$ cat src/rtl/fltq_pkg.sv
package fltq_pkg;

    // Qualifier states: waiting for a first low, armed and counting, fault held
    typedef enum logic [1:0] {
        QS_WAIT_LOW = 2'd0,
        QS_ARMED    = 2'd1,
        QS_FAULT    = 2'd2
    } qual_state_e;

    // Per-channel result of the qualifier
    typedef struct packed {
        logic level;
        logic evt;
    } qual_out_t;

    // Width of the high-sample counter for a given number of required samples
    function automatic int unsigned cnt_width(input int unsigned samples);
        return (samples > 2) ? $clog2(samples) : 1;
    endfunction

endpackage

$ cat src/rtl/fltq_sync.sv
module fltq_sync #(
    parameter int unsigned WIDTH     = 4,
    parameter int unsigned STAGES    = 2,
    parameter logic        RESET_VAL = 1'b1
) (
    input  logic             clk,
    input  logic             rst,
    input  logic [WIDTH-1:0] din,
    output logic [WIDTH-1:0] dout
);

    logic [WIDTH-1:0] stage_q [STAGES];

    for (genvar g = 0; g < STAGES; g++) begin : g_stage
        if (g == 0) begin : g_first
            always_ff @(posedge clk) begin
                if (rst) stage_q[g] <= {WIDTH{RESET_VAL}};
                else     stage_q[g] <= din;
            end
        end else begin : g_next
            always_ff @(posedge clk) begin
                if (rst) stage_q[g] <= {WIDTH{RESET_VAL}};
                else     stage_q[g] <= stage_q[g-1];
            end
        end
    end

    assign dout = stage_q[STAGES-1];

endmodule

$ cat src/rtl/fltq_filter.sv
module fltq_filter
    import fltq_pkg::*;
#(
    parameter int unsigned HIGH_SAMPLES = 2
) (
    input  logic      clk,
    input  logic      rst,
    input  logic      smp,
    output qual_out_t q
);

    localparam int unsigned CNT_W = cnt_width(HIGH_SAMPLES);
    localparam logic [CNT_W-1:0] LAST_CNT = CNT_W'(HIGH_SAMPLES - 1);

    qual_state_e      state_q, state_d;
    logic [CNT_W-1:0] cnt_q, cnt_d;
    logic             level_q, evt_q, evt_d;

    always_comb begin
        state_d = state_q;
        cnt_d   = cnt_q;
        evt_d   = 1'b0;
        unique case (state_q)
            QS_WAIT_LOW: begin
                cnt_d = '0;
                if (!smp) state_d = QS_ARMED;
            end
            QS_ARMED: begin
                if (!smp) begin
                    cnt_d = '0;
                end else if (cnt_q == LAST_CNT) begin
                    state_d = QS_FAULT;
                    cnt_d   = '0;
                    evt_d   = 1'b1;
                end else begin
                    cnt_d = cnt_q + 1'b1;
                end
            end
            QS_FAULT: begin
                cnt_d = '0;
                if (!smp) state_d = QS_ARMED;
            end
            default: begin
                state_d = QS_WAIT_LOW;
                cnt_d   = '0;
            end
        endcase
    end

    always_ff @(posedge clk) begin
        if (rst) begin
            state_q <= QS_WAIT_LOW;
            cnt_q   <= '0;
            level_q <= 1'b0;
            evt_q   <= 1'b0;
        end else begin
            state_q <= state_d;
            cnt_q   <= cnt_d;
            level_q <= (state_d == QS_FAULT);
            evt_q   <= evt_d;
        end
    end

    assign q.level = level_q;
    assign q.evt   = evt_q;

    AST_EVT_ON_RISE: assert property (@(posedge clk) disable iff (rst)
        evt_q |-> (level_q && !$past(level_q)));
    AST_EVT_ONE_CYCLE: assert property (@(posedge clk) disable iff (rst)
        evt_q |=> !evt_q);
    AST_RISE_NEEDS_RUN: assert property (@(posedge clk) disable iff (rst)
        $rose(level_q) |-> ($past(smp) && $past(cnt_q) == LAST_CNT));
    AST_FALL_ON_LOW: assert property (@(posedge clk) disable iff (rst)
        (level_q && !smp) |=> !level_q);
    AST_NO_RISE_UNARMED: assert property (@(posedge clk) disable iff (rst)
        (state_q == QS_WAIT_LOW) |=> !level_q);

endmodule

$ cat src/rtl/fault_qual_bank.sv
module fault_qual_bank
    import fltq_pkg::*;
#(
    parameter int unsigned N_CH         = 4,
    parameter int unsigned SYNC_STAGES  = 2,
    parameter int unsigned HIGH_SAMPLES = 2
) (
    input  logic            clk,
    input  logic            rst,
    input  logic [N_CH-1:0] pin_raw,
    output logic [N_CH-1:0] flt_level,
    output logic [N_CH-1:0] flt_event
);

    logic [N_CH-1:0] pin_sync;
    qual_out_t       ch_out [N_CH];

    // Synchronizer resets to the high level so reset itself never arms a channel
    fltq_sync #(
        .WIDTH     (N_CH),
        .STAGES    (SYNC_STAGES),
        .RESET_VAL (1'b1)
    ) u_sync (
        .clk  (clk),
        .rst  (rst),
        .din  (pin_raw),
        .dout (pin_sync)
    );

    for (genvar c = 0; c < N_CH; c++) begin : g_ch
        fltq_filter #(
            .HIGH_SAMPLES (HIGH_SAMPLES)
        ) u_filt (
            .clk (clk),
            .rst (rst),
            .smp (pin_sync[c]),
            .q   (ch_out[c])
        );
        assign flt_level[c] = ch_out[c].level;
        assign flt_event[c] = ch_out[c].evt;
    end

    AST_RESET_CLEARS: assert property (@(posedge clk)
        rst |=> (flt_level == '0 && flt_event == '0));
    AST_EVT_IMPLIES_LEVEL: assert property (@(posedge clk) disable iff (rst)
        ((flt_event & ~flt_level) == '0));

endmodule

$ cat config.mk
export PLATFORM = sky130hd
export DESIGN_NAME = fault_qual_bank
export DESIGN_NICKNAME = d
export VERILOG_FILES = /design/src/rtl/fltq_pkg.sv /design/src/rtl/fltq_sync.sv /design/src/rtl/fltq_filter.sv /design/src/rtl/fault_qual_bank.sv
export SDC_FILE = /design/constraint.sdc
export NUM_CORES = 1
export LEC_CHECK = 0
export BUFFER_PORTS_ARGS = -buffer_cell sky130_fd_sc_hd__buf_4
export CORE_MARGIN = 5
export CORE_UTILIZATION = 48
export DETAILED_ROUTE_END_ITERATION = 10
export PLACE_DENSITY = 0.72
export SLEW_MARGIN = 15
export SYNTH_ARGS = -nofsm -noshare
export SYNTH_HDL_FRONTEND = slang
export SYNTH_HIERARCHICAL = 1
export SYNTH_SLANG_ARGS = --single-unit
$ cat constraint.sdc
create_clock -name clk -period 0.8 [get_ports clk]
set_input_delay 0.16 -clock clk [delete_from_list [all_inputs] [get_ports clk]]
set_output_delay 0.16 -clock clk [all_outputs]
set_load 0.05 [all_outputs]
==> flow_metrics.py <==
metrics = {
    "setup_path": {
        "path_buf_inv": 1,
        "path_class": "reg2out",
        "cp.arrival_ps": 810,
        "cpPeakStageDelay_ps": 360,
        "path_delay_family": "flip-flops",
        "worst-path-max-fanout": 1,
        "crit_cells": 1,
        "cp_slowest_cell": "dfxtp_2",
        "critPathLaunchType": "flop",
        "worst_setup_path_end_kind": "output pin",
        "required_ps": 640,
        "path_cells": "buf_8",
        "reg2reg_depth": 2,
    },
    "layout": {
        "drive_above_1_share_pct": 50.5,
        "finalNonFillerCells": 128,
        "fill_cells": 153,
        "areaGrowthSynthToFinish_pct": 31.4,
        "nNetsFinal": 108,
        "diodes": 0,
        "utilization_pct": 65.4,
        "layout_common_cells": "20 x dfxtp_2, 10 x nand2b_1, 10 x buf_4",
        "final_common_cell": "dfxtp_2",
    },
    "grt": {
        "grt_pass1_wl_mm": 1.98,
        "grt_antenna_before_repair": 0,
        "grtUsageTotal_pct": 9.43,
        "grt_pass1_vias": 511,
        "grt_max_degree": 17,
        "grt.overflow.total": 0,
    },
    "worst_hold_path": {
        "hold_path.class": "in2reg",
        "min_path_cells": 2,
    },
    "outcome": {
        "outcome": "finished with violations",
        "violations": "setup timing",
    },
    "timing": {
        "final_max_slew_viol_count": 0,
        "setup-violations-final": 14,
        "finalHoldViolCount": 0,
        "period_share_pct": 121,
        "fin_crit_ps": 968,
        "rsz0062_at_grt": "yes",
        "final.setup_skew_ps": 4.06,
        "finalWorstSetupSlack_ps": -168,
        "worst_slew_pin_slew_ps": 202,
        "slew-limit-headroom_pct": 86.5,
        "max_freq_mhz": 1030,
    },
    "place": {
        "dpl.hpwl_um": 822,
        "dpl.cell_count": 118,
        "port_buffers": 13,
        "post-place-ws_ps": -23.6,
        "gp_congestion": 0.731,
    },
    "floorplan": {
        "start_util_pct": 49.7,
        "num_rows": 16,
        "ios": 14,
        "die_area_mm2": 0.00298,
        "die_x_um": 54.6,
        "die_h_um": 54.6,
        "core_mm2": 0.00192,
    },
    "detailed_routing": {
        "drtAntennaViolNets": 0,
        "viasPerCell": 4.54,
        "drc_errors": 0,
        "wire_per_inst_um": 10.4,
        "first_pass_iters": 2,
        "drt_iter0_drc": 4,
        "routed_wl_mm": 1.33,
        "vias": 581,
    },
    "logic_synthesis": {
        "synth_cell_type_count": 10,
        "yosysWarnings": 6,
        "yosysSeqAreaShare_pct": 58.6,
        "synth.cell_area_um2": 956,
        "postSynthAreaPerCell_um2": 11.4,
        "synth_fp_nets": 90,
        "ys_ff_latch": 28,
        "synthCells": 84,
    },
    "clock_network": {
        "clock-sinks": 28,
        "cts-root-buf": "clkbuf_4",
        "clk-insertion-delay-late_ps": 310,
        "cts_max_level": 1,
        "numCtsBuffers": 3,
        "cts_tree": "done",
        "clock_path_buffers": 2,
        "clk_pin_slew_ps": 140,
    },
    "pwr": {
        "p_leak_uw": 0.000498,
        "irDropWorstVdd_v": 0.00134,
        "powerDensity_mw_per_mm2": 1790,
    },
    "run": {
        "maxCapViolations": 0,
    },
}
[path summary, 6_finish.rpt]
kind                            slack (ps)                            startpoint                         endpoint
worst max-delay path                  -170     g_ch[0].u_filt/level_q$_SDFF_PP0_                     flt_level[0]
worst max register to register         -20  g_ch[0].u_filt/state_q[0]$_SDFF_PP0_  g_ch[0].u_filt/cnt_q$_SDFF_PP0_
worst min-delay path                    20                            pin_raw[1]  u_sync/stage_q[0][1]$_SDFF_PP1_
worst min register to register         420       u_sync/stage_q[0][0]$_SDFF_PP1_  u_sync/stage_q[1][0]$_SDFF_PP1_
[layer usage]
layer  up-vias  routed length [um]  share of wire [%]  track usage (%)
li1        314                   -                  -                -
met2        12                 626                 47             13.4
met5         -                   0                  0                0
met4         0                  20                1.5             6.22
met3         2                  85                6.4             3.27
met1       253                 595                 45             11.9
[per-stage QoR]
| step | power (uW) | hold slack [ps] | TNS, ps | instance area [um^2] |
|---|---|---|---|---|
| finish | 2250 | 18.8 | -1370 | 1260 |
| global route | 2350 | 4.35 | -2000 | 1260 |
| CTS | 2240 | 6.34 | -1390 | 1160 |
| detailed placement | 1590 | 343 | -111 | 1040 |
| global placement | 1590 | 340 | -63.3 | 1040 |
| floorplan | 1540 | 239 | 0 | 956 |
[area by class of cell]
| class | instances | area [um^2] | area share, % |
|---|---|---|---|
| Clock buffer | 4 | 36.3 | 2.89 |
| Multi-Input combinational cell | 48 | 379 | 30.2 |
| Sequential cell | 28 | 593 | 47.2 |
| Timing Repair Buffer | 21 | 214 | 17.0 |
| Tap cell | 27 | 33.8 | 2.69 |
[registers in the layout (all words and copies together), names as in the netlist]
name and count:
g_ch.u_filt/state_q 8, u_sync/stage_q 8, g_ch.u_filt/cnt_q 4, g_ch.u_filt/evt_q 4
g_ch.u_filt/level_q 4
[power breakdown]
group	total, uW	switching, uW	internal [uW]
clock network	655	377	278
registers	1460	31.7	1430
logic	135	48.4	86.8
[synth_stat cells (all sizes together)]
master / count / area (um^2)
a21oi: 8 / 40.0
a221oi: 4 / 35.0
and2: 4 / 25.0
and2b: 4 / 30.0
and4bb: 4 / 50.1
buf: 8 / 60.1
dfxtp: 28 / 561
nand2b: 12 / 75.1
nand3b: 4 / 30.0
or2: 8 / 50.1
[kinds of logic (layout without fill, tap and decap cells)]
kind of cell    after synthesis  in the layout  synth area share [%]
buf+inv                       8             25                  6.28
compound gates               12             12                  7.85
simple gates                 36             36                  27.2
flops                        28             28                  58.6
[repair_timing]
action | 4_1_cts | 5_1_grt
hold endpoints to repair | 0 | 3
hold buffers | 0 | 3
buffers inserted | 1 | 2
pin swaps | 0 | 5
setup endpoints to repair | 19 | 21
resized for setup | 32 | 12
Note: power is estimated with default switching activity, not from simulation.
